$ cat src/rtl/wo_pkg.sv
package wo_pkg;
  typedef enum logic [1:0] {
    LS_INV = 2'b00,
    LS_VAL = 2'b01,
    LS_RES = 2'b10,
    LS_DRT = 2'b11
  } line_st_e;

  typedef enum logic [1:0] {
    BC_IDLE = 2'b00,
    BC_RD   = 2'b01,
    BC_RDX  = 2'b10,
    BC_WR   = 2'b11
  } bus_cmd_e;

  typedef enum logic [2:0] {
    OP_NONE,
    OP_LOCAL,
    OP_WB,
    OP_WT,
    OP_FILL,
    OP_FILLX
  } op_e;
endpackage

$ cat src/rtl/wo_line_store.sv
module wo_line_store
  import wo_pkg::*;
#(
  parameter int LINES  = 8,
  parameter int TAG_W  = 29,
  parameter int DATA_W = 32,
  localparam int IDX_W = $clog2(LINES)
) (
  input  logic              clk,
  input  logic              rst_n,
  input  logic [IDX_W-1:0]  c_idx,
  input  logic              c_we,
  input  line_st_e          c_st,
  input  logic              c_tag_we,
  input  logic [TAG_W-1:0]  c_tag,
  input  logic              c_data_we,
  input  logic [DATA_W-1:0] c_data,
  input  logic [IDX_W-1:0]  s_idx,
  input  logic              s_we,
  input  line_st_e          s_st,
  output line_st_e          c_st_o,
  output logic [TAG_W-1:0]  c_tag_o,
  output logic [DATA_W-1:0] c_data_o,
  output line_st_e          s_st_o,
  output logic [TAG_W-1:0]  s_tag_o,
  output logic [DATA_W-1:0] s_data_o
);
  line_st_e          st_arr  [LINES];
  logic [TAG_W-1:0]  tag_arr [LINES];
  logic [DATA_W-1:0] dat_arr [LINES];

  for (genvar i = 0; i < LINES; i++) begin : g_line
    line_st_e          st_q, st_d;
    logic [TAG_W-1:0]  tag_q;
    logic [DATA_W-1:0] dat_q;
    logic              s_sel, c_sel;

    always_comb begin
      s_sel = s_we && (s_idx == IDX_W'(i));
      c_sel = c_we && (c_idx == IDX_W'(i));
      st_d  = st_q;
      if (s_sel)      st_d = s_st;
      else if (c_sel) st_d = c_st;
    end

    always_ff @(posedge clk or negedge rst_n) begin
      if (!rst_n) st_q <= LS_INV;
      else        st_q <= st_d;
    end

    always_ff @(posedge clk) begin
      if (c_sel && c_tag_we)  tag_q <= c_tag;
      if (c_sel && c_data_we) dat_q <= c_data;
    end

    assign st_arr[i]  = st_q;
    assign tag_arr[i] = tag_q;
    assign dat_arr[i] = dat_q;


    snoop_inv_chk: assert property (@(posedge clk) disable iff (!rst_n)
      (s_sel && s_st == LS_INV) |=> (st_q == LS_INV));
  end

  assign c_st_o   = st_arr[c_idx];
  assign c_tag_o  = tag_arr[c_idx];
  assign c_data_o = dat_arr[c_idx];
  assign s_st_o   = st_arr[s_idx];
  assign s_tag_o  = tag_arr[s_idx];
  assign s_data_o = dat_arr[s_idx];
endmodule

$ cat src/rtl/wo_snoop_unit.sv
module wo_snoop_unit
  import wo_pkg::*;
#(
  parameter int TAG_W  = 29,
  parameter int DATA_W = 32
) (
  input  bus_cmd_e          cmd,
  input  logic [TAG_W-1:0]  tag,
  input  line_st_e          st,
  input  logic [TAG_W-1:0]  line_tag,
  input  logic [DATA_W-1:0] line_data,
  output logic              s_we,
  output line_st_e          s_st,
  output logic              flush,
  output logic [DATA_W-1:0] flush_data
);
  logic hit;

  always_comb begin
    hit  = (cmd != BC_IDLE) && (st != LS_INV) && (line_tag == tag);
    s_st = st;
    unique case (cmd)
      BC_RD:         s_st = (st == LS_DRT || st == LS_RES) ? LS_VAL : st;
      BC_RDX, BC_WR: s_st = LS_INV;
      default:       s_st = st;
    endcase
    s_we       = hit && (s_st != st);
    flush      = hit && (st == LS_DRT) && (cmd != BC_WR);
    flush_data = line_data;
  end
endmodule

$ cat src/rtl/wo_req_seq.sv
module wo_req_seq
  import wo_pkg::*;
#(
  parameter int ADDR_W = 32,
  parameter int DATA_W = 32,
  parameter int IDX_W  = 3,
  localparam int TAG_W = ADDR_W - IDX_W
) (
  input  logic              req,
  input  logic              we,
  input  logic [ADDR_W-1:0] addr,
  input  logic [DATA_W-1:0] wdata,
  input  logic              stall,
  input  line_st_e          st,
  input  logic [TAG_W-1:0]  line_tag,
  input  logic [DATA_W-1:0] line_data,
  input  logic              gnt,
  input  logic [DATA_W-1:0] din,
  output logic              ready,
  output logic [DATA_W-1:0] rdata,
  output logic              breq,
  output bus_cmd_e          bcmd,
  output logic [ADDR_W-1:0] baddr,
  output logic [DATA_W-1:0] bdata,
  output logic              c_we,
  output line_st_e          c_st,
  output logic              c_tag_we,
  output logic              c_data_we,
  output logic [DATA_W-1:0] c_data
);
  op_e  op;
  logic hit, go;

  always_comb begin
    hit = (st != LS_INV) && (line_tag == addr[ADDR_W-1:IDX_W]);
    if (!req || stall)             op = OP_NONE;
    else if (hit)                  op = (!we || st != LS_VAL) ? OP_LOCAL : OP_WT;
    else if (st == LS_DRT)         op = OP_WB;
    else                           op = we ? OP_FILLX : OP_FILL;

    breq  = op inside {OP_WB, OP_WT, OP_FILL, OP_FILLX};
    go    = breq && gnt;
    ready = (op == OP_LOCAL) || (go && op != OP_WB);
    rdata = (op == OP_FILL) ? din : line_data;

    c_we      = ((op == OP_LOCAL) && we) || go;
    c_tag_we  = go && (op == OP_FILL || op == OP_FILLX);
    c_data_we = c_we && (op != OP_WB);
    c_data    = (op == OP_FILL) ? din : wdata;
    unique case (op)
      OP_LOCAL: c_st = LS_DRT;
      OP_WT:    c_st = LS_RES;
      OP_FILL:  c_st = LS_VAL;
      OP_FILLX: c_st = LS_DRT;
      default:  c_st = LS_INV;
    endcase

    bcmd  = BC_IDLE;
    baddr = '0;
    bdata = '0;
    if (go) begin
      unique case (op)
        OP_WB: begin
          bcmd  = BC_WR;
          baddr = {line_tag, addr[IDX_W-1:0]};
          bdata = line_data;
        end
        OP_WT: begin
          bcmd  = BC_WR;
          baddr = addr;
          bdata = wdata;
        end
        OP_FILL: begin
          bcmd  = BC_RD;
          baddr = addr;
        end
        default: begin
          bcmd  = BC_RDX;
          baddr = addr;
        end
      endcase
    end
  end
endmodule

$ cat src/rtl/wo_coherence_ctrl.sv
module wo_coherence_ctrl
  import wo_pkg::*;
#(
  parameter int ADDR_W = 32,
  parameter int DATA_W = 32,
  parameter int LINES  = 8,
  localparam int IDX_W = $clog2(LINES),
  localparam int TAG_W = ADDR_W - IDX_W
) (
  input  logic              clk,
  input  logic              rst_n,
  input  logic              cpu_req_i,
  input  logic              cpu_we_i,
  input  logic [ADDR_W-1:0] cpu_addr_i,
  input  logic [DATA_W-1:0] cpu_wdata_i,
  output logic              cpu_ready_o,
  output logic [DATA_W-1:0] cpu_rdata_o,
  output logic              bus_req_o,
  input  logic              bus_gnt_i,
  output logic [1:0]        bus_cmd_o,
  output logic [ADDR_W-1:0] bus_addr_o,
  output logic [DATA_W-1:0] bus_data_o,
  input  logic [DATA_W-1:0] bus_din_i,
  input  logic [1:0]        snp_cmd_i,
  input  logic [ADDR_W-1:0] snp_addr_i,
  output logic              snp_flush_o,
  output logic [DATA_W-1:0] snp_data_o
);
  logic [1:0] rs_q;
  logic       rst_q_n;

  always_ff @(posedge clk or negedge rst_n) begin
    if (!rst_n) rs_q <= 2'b00;
    else        rs_q <= {rs_q[0], 1'b1};
  end
  assign rst_q_n = rs_q[1];

  bus_cmd_e          snp_cmd, bcmd;
  logic [IDX_W-1:0]  c_idx, s_idx;
  line_st_e          c_st_r, s_st_r, c_st_w, s_st_w;
  logic [TAG_W-1:0]  c_tag_r, s_tag_r;
  logic [DATA_W-1:0] c_data_r, s_data_r, c_data_w;
  logic              c_we, c_tag_we, c_data_we, s_we, stall, c_hit;

  assign snp_cmd   = bus_cmd_e'(snp_cmd_i);
  assign c_idx     = cpu_addr_i[IDX_W-1:0];
  assign s_idx     = snp_addr_i[IDX_W-1:0];
  assign stall     = (snp_cmd != BC_IDLE) && (s_idx == c_idx);
  assign c_hit     = (c_st_r != LS_INV) && (c_tag_r == cpu_addr_i[ADDR_W-1:IDX_W]);
  assign bus_cmd_o = bcmd;

  wo_line_store #(.LINES(LINES), .TAG_W(TAG_W), .DATA_W(DATA_W)) u_store (
    .clk(clk), .rst_n(rst_q_n),
    .c_idx(c_idx), .c_we(c_we), .c_st(c_st_w), .c_tag_we(c_tag_we),
    .c_tag(cpu_addr_i[ADDR_W-1:IDX_W]), .c_data_we(c_data_we), .c_data(c_data_w),
    .s_idx(s_idx), .s_we(s_we), .s_st(s_st_w),
    .c_st_o(c_st_r), .c_tag_o(c_tag_r), .c_data_o(c_data_r),
    .s_st_o(s_st_r), .s_tag_o(s_tag_r), .s_data_o(s_data_r)
  );

  wo_snoop_unit #(.TAG_W(TAG_W), .DATA_W(DATA_W)) u_snoop (
    .cmd(snp_cmd), .tag(snp_addr_i[ADDR_W-1:IDX_W]), .st(s_st_r),
    .line_tag(s_tag_r), .line_data(s_data_r),
    .s_we(s_we), .s_st(s_st_w), .flush(snp_flush_o), .flush_data(snp_data_o)
  );

  wo_req_seq #(.ADDR_W(ADDR_W), .DATA_W(DATA_W), .IDX_W(IDX_W)) u_seq (
    .req(cpu_req_i && rst_q_n), .we(cpu_we_i), .addr(cpu_addr_i), .wdata(cpu_wdata_i),
    .stall(stall), .st(c_st_r), .line_tag(c_tag_r), .line_data(c_data_r),
    .gnt(bus_gnt_i), .din(bus_din_i),
    .ready(cpu_ready_o), .rdata(cpu_rdata_o), .breq(bus_req_o), .bcmd(bcmd),
    .baddr(bus_addr_o), .bdata(bus_data_o),
    .c_we(c_we), .c_st(c_st_w), .c_tag_we(c_tag_we), .c_data_we(c_data_we),
    .c_data(c_data_w)
  );


  first_write_bus_chk: assert property (@(posedge clk) disable iff (!rst_q_n)
    (cpu_ready_o && cpu_we_i && c_hit && c_st_r == LS_VAL) |-> (bus_cmd_o == 2'b11));


  local_quiet_chk: assert property (@(posedge clk) disable iff (!rst_q_n)
    (cpu_ready_o && c_hit && (!cpu_we_i || c_st_r != LS_VAL)) |-> !bus_req_o);


  no_dirty_drop_chk: assert property (@(posedge clk) disable iff (!rst_q_n)
    (bus_cmd_o == 2'b01 || bus_cmd_o == 2'b10) |-> !(c_st_r == LS_DRT && !c_hit));


  snoop_stall_chk: assert property (@(posedge clk) disable iff (!rst_q_n)
    stall |-> (!cpu_ready_o && !bus_req_o));
endmodule

$ cat config.mk
export PLATFORM = sky130hd
export DESIGN_NAME = wo_coherence_ctrl
export DESIGN_NICKNAME = d
export VERILOG_FILES = /design/src/rtl/wo_pkg.sv /design/src/rtl/wo_line_store.sv /design/src/rtl/wo_snoop_unit.sv /design/src/rtl/wo_req_seq.sv /design/src/rtl/wo_coherence_ctrl.sv
export SDC_FILE = /design/constraint.sdc
export NUM_CORES = 1
export LEC_CHECK = 0
export ABC_AREA = 0
export CAP_MARGIN = 20
export CORE_ASPECT_RATIO = 0.7
export CORE_MARGIN = 1.5
export CORE_UTILIZATION = 41
export CTS_CLUSTER_SIZE = 40
export DETAILED_ROUTE_END_ITERATION = 7
export PLACE_DENSITY = 0.72
export REMOVE_ABC_BUFFERS = 1
export SYNTH_ARGS = -nofsm -noshare
export SYNTH_HDL_FRONTEND = slang
export SYNTH_SLANG_ARGS = --single-unit
$ cat constraint.sdc
create_clock -name clk -period 9.4 [get_ports clk]
set_clock_uncertainty 0.15 [all_clocks]
set_input_delay 1.88 -clock clk [delete_from_list [all_inputs] [get_ports clk]]
set_output_delay 1.88 -clock clk [all_outputs]
set_load 0.02 [all_outputs]
==> results_dict.tcl, run 1 <==
set metrics [dict create \
    reg2reg_depth 10 \
    cts-root-to-sink-buffers 3 \
    detail_route.wirelength_um 76300 \
    final_hold_viol_count 0 \
    tritoncts "built" \
    r2r_setup_slack_ps 4200 \
    initial_utilization 0.415 \
    final_cell_count_no_fill 2817 \
    worst_slew_pin_slew_ps 1010 \
    clk_latency_ps 610 \
    synthesis.yosys.warnings 0 \
    vias_after_detailed_routing 17021 \
    synth_commonest_cells "edfxtp_1 (488), mux4_2 (179), mux2i_1 (159)" \
    power.static_leakage_nw 10.5 \
    timing_max_transition_violations_final 0 \
    clock-sinks 506 \
    finalNetCount 2079 \
    timing_worst_setup_path_type "in2out" \
    globalplace.congestion 0.931 \
    hold_path_class "reg2async" \
    pwr-share-comb 0.129 \
    placement.setup.worst_slack_ps 756 \
    area_contributors_post_synth "edfxtp_1 (56%), mux4_2 (15%), mux2i_1 (6.1%)" \
    synth.largest_area_cell "edfxtp_1" \
    mappedNetlistArea_um2 26200 \
    p_seq_frac 0.484 \
    drc_errors 0 \
    final_period_minus_worst_setup_slack_ps 8800 \
    synth-edff-count 488 \
    report.final.setup_viol 0 \
    synth_largest_type_area_fraction 0.559 \
    power_frac_clock 0.387 \
    synthFlopType "edfxtp_1" \
    fin_setup_tns_ps 0 \
    crit_required_ps 7370 \
    die_h_um 215 \
    core_region_area_um2 63200 \
    power_per_cell_area_nw_per_um2 164 \
    clock.fmax_mhz 114 \
    grt_max_degree 84 \
    grt_setup_unrepaired "false" \
    grt_util_all_layers 0.230 \
    number_of_antenna_violations_at_the_first_check_in_global_routing 3 \
    ant_nets 0 \
    critical_path.endpoint_type "primary output" \
    power.switching_mw 1.27 \
    ctsHoldBuffers 0 \
    remaining_global_route_overflow 0 \
    netlist_instances 1677 \
    timing.critical_path.fanout_max 41 \
    cts_root_buffer "clkbuf_16" \
    clk_transition_reported_paths_ps 60 \
    dieArea_um2 65500 \
    top_level_ports 268 \
    final_critical_path_setup_slack_ps 603 \
    maximum_capacitance_violations 0 \
    drt_first_iter_violations 1880 \
    dr.pass1.iters 5 \
    netlist-cell-type-count 71 \
    total_cts_buffers 52 \
    outcome "finished, final reports clean" \
    portBuffers 267 \
    routedWlPerCell_um 27.1 \
    dp.cells 2718 \
    die_w_um 305 \
    syn2layout_area_growth_pct 20.6 \
    count_leader_synth "edfxtp_1" \
    rows 77 \
    power.ir.vdd_worst_uv 130 \
    grt_pass1_vias 17425 \
    postSynthRegisterBits 506 \
    dp.final_hpwl_um 50000 \
    setup.worst_path.start_class "input port" \
    route.detailed.vias_per_inst 6.04 \
    power_report.internal_total_mw 3.93 \
    synth_async_sr_flop_share 0.0356 \
    seq_area_frac_synth 0.576 \
    postSynthAreaPerCell_um2 15.6 \
    worstPathArrival_ps 6770 \
    hold_slack_ps 136 \
    power.share.switching 0.245 \
    post_cts_setup_repair_buffer_count 0 \
    timing.max_slew.rel_slack 0.322 \
    min_period_over_period 0.936 \
    h-tree-depth 2 \
    drive_above_1_share 0.236 \
    ctsResizeCount 0 \
    grt_first_pass_wirelength_um 114000 \
]
[state kept, by name, summed over array words and instances (netlist names)]
register and cells:
u_store.g_line.tag_q 232, rs_q 2, u_store.g_line.dat_q 256, u_store.g_line.st_q 16
[cell usage in the layout, fill, tap and decap left out, drive strengths merged, types with 14 or more instances in the layout]
cell           instances
edfxtp               488
o22ai                 31
nor3                  19
nand3                 14
inv                   18
nor2                  86
o21ai                 16
clkbuf                58
buf                   71
mux2i                160
dfrtp                 18
a22oi                 18
xnor2                 32
clkinv                31
mux4                 179
xor2                  17
a21oi                 21
nand2                144
nand4                 16
mux2                 146
clkdlybuf4s50        261
[final cells by class]
class                   count  area [µm²]
inverters                  17        63.8
clock buffers              58        1320
diodes                      1        2.50
clock inverters            39         307
repair buffers            332        3210
flip-flops and latches    506       15100
fillers                  5202       31600
multi-input cells        1035       10600
well taps                 829        1040
[worst max-delay path, cell delays in order]
cell	delay [ps]
buf_4	550
nand2b_1	670
a211oi_1	410
a211oi_1	130
xnor2_1	180
nand4_1	370
nor2_1	120
nand3_2	160
nand2_4	170
nor3_4	750
buf_12	310
mux2_1	360
clkdlybuf4s50_1	540
[stage by stage]
step                       util  power [mW]  area (µm²)
final                     0.500        5.20       31600
after global routing      0.500        5.35       31600
after detailed placement  0.474        3.23       30000
after floorplan               -        2.90       25600
after CTS                 0.500        5.23       31600
after global placement    0.474        3.22       30000
[path summary, 6_finish.rpt]
path | startpoint | end
max in group asynchronous | rst_n | rs_q[0]
worst max-delay path | cpu_addr_i[2] | cpu_rdata_o[28]
worst min register to register | rs_q[1] | u_store.g_line[7].st_q[1]
worst max register to register | u_store.g_line[4].tag_q[13] | u_store.g_line[3].dat_q[31]
min in group clk | rs_q[0] | rs_q[1]
worst min-delay path | rs_q[1] | u_store.g_line[7].st_q[1]
[per-layer routing]
layer  global-route usage  vias to the layer above  wire, µm
met3               0.0438                      110      6530
li1                     -                     7284         -
met2                0.355                      803     35400
met4               0.0629                        4      1580
met5                    0                        -        28
met1                0.335                     8820     32800
[cell families (layout without fill, tap and decap cells)]
logic type / Yosys count / in the layout / share of synthesized area
compound gates: 154 / 154 / 0.0413
xor+xnor: 49 / 49 / 0.0164
buf+inv: 136 / 446 / 0.0258
flops: 506 / 506 / 0.576
mux: 485 / 485 / 0.278
other cells: 1 / 2 / 0.000143
simple gates: 346 / 346 / 0.0627
[power groups by stage]
stage	sequential (mW)	clock [mW]	combinational (mW)
3_5_place_dp	2.56	0	0.668
2_1_floorplan	2.56	0	0.337
3_3_place_gp	2.56	0	0.658
6_report	2.52	2.01	0.673
4_1_cts	2.52	2.04	0.671
5_1_grt	2.52	2.12	0.713
No activity file was read; power rests on OpenSTA's default activity.
==> inputs of run 2 (changes only) <==
CTS_CLUSTER_SIZE = not set   (was 40)
SETUP_SLACK_MARGIN = 0.15   (was not set)
==> run 2 against run 1 <==
  * Combinational power hardly changed
  * Via count is essentially flat
  * Clock-buffer cell count increased by 1
  * Core utilization is essentially flat
  * Highest routed layer unchanged
  * Global-route usage about the same
  * Die area stayed put
  * Largest power group unchanged
  * Worst setup slack got worse by 26 ps
  * Worst hold slack got worse by 4.3 ps
  * Critical path type unchanged
  * Register-to-register slack got worse by 30 ps
  * Non-clock buffer count unchanged
  * Flip-flop and latch count did not move
  * Clock power about the same
==> results_dict.tcl, run 2 (synthesized netlist as in run 1, its figures left out) <==
set metrics [dict create \
    outcome "finished, final reports clean" \
    dp.final_hpwl_um 50000 \
    die_w_um 305 \
    hold_slack_ps 131 \
    grt_util_all_layers 0.231 \
    ant_nets 0 \
    number_of_antenna_violations_at_the_first_check_in_global_routing 3 \
    pwr-share-comb 0.129 \
    critical_path.endpoint_type "primary output" \
    die_h_um 215 \
    final.fill_count 5205 \
    syn2layout_area_growth_pct 20.6 \
    grt_setup_unrepaired "false" \
    power.switching_mw 1.28 \
    setup.worst_path.start_class "input port" \
    top_level_ports 268 \
    worst_slew_pin_slew_ps 1050 \
    min_period_over_period 0.939 \
    tritoncts "built" \
    power.share.switching 0.245 \
    ctsResizeCount 0 \
    vias_after_detailed_routing 17036 \
    post_cts_setup_repair_buffer_count 0 \
    timing_max_transition_violations_final 0 \
    leading_cell_type_in_the_layout_fill_and_taps_excluded "edfxtp_1" \
    timing.critical_path.fanout_max 40 \
    worstPathArrival_ps 6790 \
    clock-sinks 506 \
    finalNetCount 2079 \
    worstReg2RegEnd "u_store.g_line[3].dat_q[31]" \
    power_per_cell_area_nw_per_um2 165 \
    timing.max_slew.rel_slack 0.299 \
    dieArea_um2 65500 \
    routedWlPerCell_um 27.1 \
    power.ir.vdd_worst_uv 139 \
    r2r_setup_slack_ps 4170 \
    h-tree-depth 2 \
    power.static_leakage_nw 10.5 \
    timing_worst_setup_path_type "in2out" \
    launching_point_of_the_worst_reg2reg_path "u_store.g_line[5].tag_q[13]" \
    core_region_area_um2 63200 \
    clock.fmax_mhz 113 \
    power_frac_clock 0.387 \
    final_period_minus_worst_setup_slack_ps 8820 \
    grt_pass1_vias 17447 \
    crit_required_ps 7370 \
    ctsHoldBuffers 0 \
    dr.pass1.iters 5 \
    maximum_capacitance_violations 0 \
    p_seq_frac 0.484 \
    rows 77 \
    grt_first_pass_wirelength_um 114000 \
    fin_setup_tns_ps 0 \
    initial_utilization 0.415 \
    regMostFlops "u_store.g_line.dat_q" \
    route.detailed.vias_per_inst 6.05 \
    largest_register_ffs 256 \
    clk_latency_ps 610 \
    report.final.setup_viol 0 \
    drc_errors 0 \
    remaining_global_route_overflow 0 \
    globalplace.congestion 0.931 \
    grt_max_degree 84 \
    drt_first_iter_violations 1826 \
    hold_path_class "reg2async" \
    reg2reg_depth 10 \
    total_cts_buffers 52 \
    final_util 0.501 \
    largest_registers "u_store.g_line.dat_q (256), u_store.g_line.tag_q (232), u_store.g_line.st_q (16)" \
    final_hold_viol_count 0 \
    detail_route.wirelength_um 76400 \
    clk_transition_reported_paths_ps 60 \
    most-common-layout-cells "edfxtp_1 (488), clkdlybuf4s50_1 (261), mux4_2 (179)" \
    portBuffers 267 \
    power_report.internal_total_mw 3.93 \
    total_power_mw 5.21 \
    cts_root_buffer "clkbuf_16" \
    cts-root-to-sink-buffers 3 \
    drive_above_1_share 0.236 \
]
run 2: cell types whose count changed in the layout (fill, tap and decap cells not counted), sizes merged:
cell / delta
clkinv: -1
clkbuf: +1
run 2: critical path, stage by stage:
cell and delay (ps):
buf_4 560, nand2b_1 680, a211oi_1 420, a211oi_1 130, xnor2_1 180, nand4_1 360
nor2_1 120, nand3_2 170, and3_2 650, buf_4 460, mux2i_1 280, nor2b_1 180
clkdlybuf4s50_1 620
run 2: how the worst max path moves through the flow:
stage	start	to	slack, ps	cells after the start
floorplan	cpu_addr_i[2]	bus_data_o[0]	760	10
global placement	cpu_addr_i[2]	bus_addr_o[3]	830	13
detailed placement	cpu_addr_i[2]	cpu_rdata_o[24]	760	13
CTS	cpu_addr_i[2]	cpu_rdata_o[24]	710	13
global route	cpu_addr_i[2]	bus_addr_o[3]	430	13
finish	cpu_addr_i[2]	bus_addr_o[3]	580	13
run 2: power by group through the flow:
stage	Sequential (mW)	Combinational, mW	Clock (mW)
after CTS	2.52	0.671	2.04
after floorplan	2.56	0.337	0
final	2.52	0.673	2.02
after global placement	2.56	0.658	0
after detailed placement	2.56	0.668	0
after global routing	2.52	0.713	2.12
run 2: layout make-up:
type | instances | area [µm²] | share of cell area
Antenna cell | 1 | 2.50 | 0.0000791
Clock buffer | 59 | 1330 | 0.0420
Clock inverter | 38 | 304 | 0.00961
Inverter | 17 | 63.8 | 0.00202
Multi-Input combinational cell | 1035 | 10600 | 0.335
Sequential cell | 506 | 15100 | 0.477
Tap cell | 829 | 1040 | 0.0328
Timing Repair Buffer | 332 | 3210 | 0.101
run 2: through the flow:
stage	instance area, µm²	setup WS [ps]	cells
floorplan	25600	765	1558
global route	31600	433	2817
CTS	31600	710	2815
finish	31600	576	2817
global placement	30000	829	2718
detailed placement	30000	756	2718
run 2: routing by layer:
layer  vias up  wire [µm]  track usage
met1      8842      33100        0.334
met3       125       6230       0.0439
li1       7270          -            -
met2       795      35300        0.356
met4         4       1680       0.0640
met5         -         28            0
==> inputs of run 3 (changes only) <==
ABC_AREA = not set   (was 0)
GPL_TIMING_DRIVEN = 0   (was not set)
PLACE_DENSITY = not set   (was 0.72)
==> run 3 against run 2 <==
  * Fmax fell by 2.7%
  * Non-clock buffer count grew 16
  * Die area is the same
  * Power up 1.7%
  * Flip-flop and latch count stayed put
  * Cell count is 0.53% higher
  * First-iteration DRC count is 26% lower
  * Core utilization up 1.1 points
  * Highest routed layer unchanged
==> results_dict.tcl, run 3 (synthesized netlist as in run 1, its figures left out) <==
set metrics [dict create \
    largest_register_ffs 256 \
    vias_after_detailed_routing 16761 \
    placement.cell_area_um2 30500 \
    syn2layout_area_growth_pct 23.3 \
    most-common-layout-cells "edfxtp_1 (488), clkdlybuf4s50_1 (261), mux4_2 (179)" \
    core_region_area_um2 63200 \
    leading_cell_type_in_the_layout_fill_and_taps_excluded "edfxtp_1" \
    clk_transition_reported_paths_ps 60 \
    timing_max_transition_violations_final 0 \
    tritoncts "built" \
    number_of_antenna_violations_at_the_first_check_in_global_routing 2 \
    portBuffers 267 \
    dr.pass1.iters 5 \
    final_hold_viol_count 0 \
    grt_pass1_vias 17372 \
    h-tree-depth 2 \
    layout.cell_area.non_filler_um2 32400 \
    timing.critical_path.cells "buf_8 -> buf_16 -> nor2b_2 -> a22oi_1 -> and3b_1 -> nor4_1 -> nand4_1 -> nor4_1 -> inv_1 -> a2111oi_0 -> clkdlybuf4s50_1" \
    placement.setup.worst_slack_ps -103 \
    grt_util_all_layers 0.234 \
    setup.worst_path.start_class "input port" \
    drc_errors 0 \
    final_critical_path_setup_slack_ps 327 \
    die_w_um 305 \
    regMostFlops "u_store.g_line.dat_q" \
    report.final.setup_viol 0 \
    timing.max_slew.rel_slack 0.280 \
    grt_first_pass_wirelength_um 114000 \
    cts_root_buffer "clkbuf_16" \
    dp.final_hpwl_um 52100 \
    globalplace.congestion 0.832 \
    worstPathArrival_ps 7040 \
    detail_route.wirelength_um 77700 \
    route.detailed.vias_per_inst 5.92 \
    largest_registers "u_store.g_line.dat_q (256), u_store.g_line.tag_q (232), u_store.g_line.st_q (16)" \
    power.ir.vdd_worst_uv 137 \
    cp_slowest_stage_delay_ps 840 \
    worst_slew_pin_slew_ps 1050 \
    timing.critical_path.fanout_max 73 \
    timing_worst_setup_path_type "in2out" \
    clock-sinks 506 \
    grt_max_degree 87 \
    ant_nets 0 \
    drt_first_iter_violations 1353 \
    drive_above_1_share 0.246 \
    min_period_over_period 0.965 \
    top_level_ports 268 \
    power.static_leakage_nw 10.8 \
    critical_path.endpoint_type "primary output" \
    die_h_um 215 \
    final_period_minus_worst_setup_slack_ps 9070 \
    crit_required_ps 7370 \
    clk_latency_ps 600 \
    cp_top_family "simple AND/OR/NAND/NOR gates" \
    ctsHoldBuffers 0 \
    hold_path_class "reg2async" \
    finalNetCount 2096 \
    maximum_capacitance_violations 0 \
    critical-path-slowest-cell "a2111oi_0" \
    critical_path.most_common_cell "nor4_1" \
    remaining_global_route_overflow 0 \
    total_cts_buffers 53 \
    clock.fmax_mhz 110 \
    initial_utilization 0.415 \
    grt_setup_unrepaired "true" \
    power_per_cell_area_nw_per_um2 164 \
    routedWlPerCell_um 27.4 \
    cts-root-to-sink-buffers 3 \
    rows 77 \
    outcome "finished, final reports clean" \
    dieArea_um2 65500 \
    critical_path.n_buffers_inverters 4 \
]
-- run 3: changes by cell type in the layout (fill, tap and decap cells not counted), moves of 6 or more --
cell      before  now
clkinv_1      13    6
buf_4         65   31
clkbuf_1       7   14
buf_6          2   24
clkinv_2      14    8
buf_12         2    9
buf_8          1    9
buf_16         1   13
-- run 3: path summary, 6_finish.rpt --
check | startpoint | to | slack (ps) | cells after the start
worst max register to register | u_store.g_line[3].tag_q[13] | u_store.g_line[7].dat_q[13] | 4190 | 11
min in group clk | rs_q[0] | rs_q[1] | 200 | 0
max in group asynchronous | rst_n | rs_q[1] | 7690 | 1
worst min register to register | rs_q[1] | u_store.g_line[3].st_q[0] | 190 | 0
worst min-delay path | rs_q[1] | u_store.g_line[3].st_q[0] | 190 | 0
worst max-delay path | snp_addr_i[1] | snp_flush_o | 330 | 11
-- run 3: what timing repair did --
item / in CTS / in global routing
setup buffers: 3 / 3
gates resized for setup: 3 / 5
setup endpoints to repair: 55 / 42
cloned: 1 / 0
pin swaps: 1 / 1
-- run 3: cell type report --
class                           instances  area, µm²
Timing Repair Buffer                  348       3820
Antenna cell                            1       2.50
Tap cell                              829       1040
Clock inverter                         22        218
Sequential cell                       506      15100
Multi-Input combinational cell       1035      10600
Clock buffer                           74       1500
Fill cell                            5166      30800
Inverter                               17       63.8
-- run 3: metal layers --
| metal | part of all wire | global-route usage | vias to the layer above | wire length, µm |
|---|---|---|---|---|
| li1 | - | - | 7304 | - |
| met1 | 0.45 | 0.338 | 8719 | 34700 |
| met2 | 0.47 | 0.367 | 633 | 36400 |
| met3 | 0.066 | 0.0448 | 103 | 5110 |
| met4 | 0.019 | 0.0580 | 2 | 1510 |
| met5 | 0.00017 | 0 | - | 13 |
-- run 3: metrics by stage --
stage / setup TNS [ps] / util / hold WS, ps / power, mW / std cells
4_1_cts: 0 / 0.511 / 199 / 5.34 / 2826
5_1_grt: 0 / 0.512 / 209 / 5.47 / 2831
2_1_floorplan: 0 / - / 64.0 / 2.90 / 1558
3_5_place_dp: -1220 / 0.482 / 186 / 3.24 / 2726
6_report: 0 / 0.512 / 192 / 5.30 / 2832
3_3_place_gp: - / 0.464 / 178 / 3.32 / 2654
-- run 3: where the power goes --
part	switching, mW	internal (mW)
clock	0.873	1.22
combinational	0.376	0.313
sequential	0.0145	2.50
total	1.26	4.03
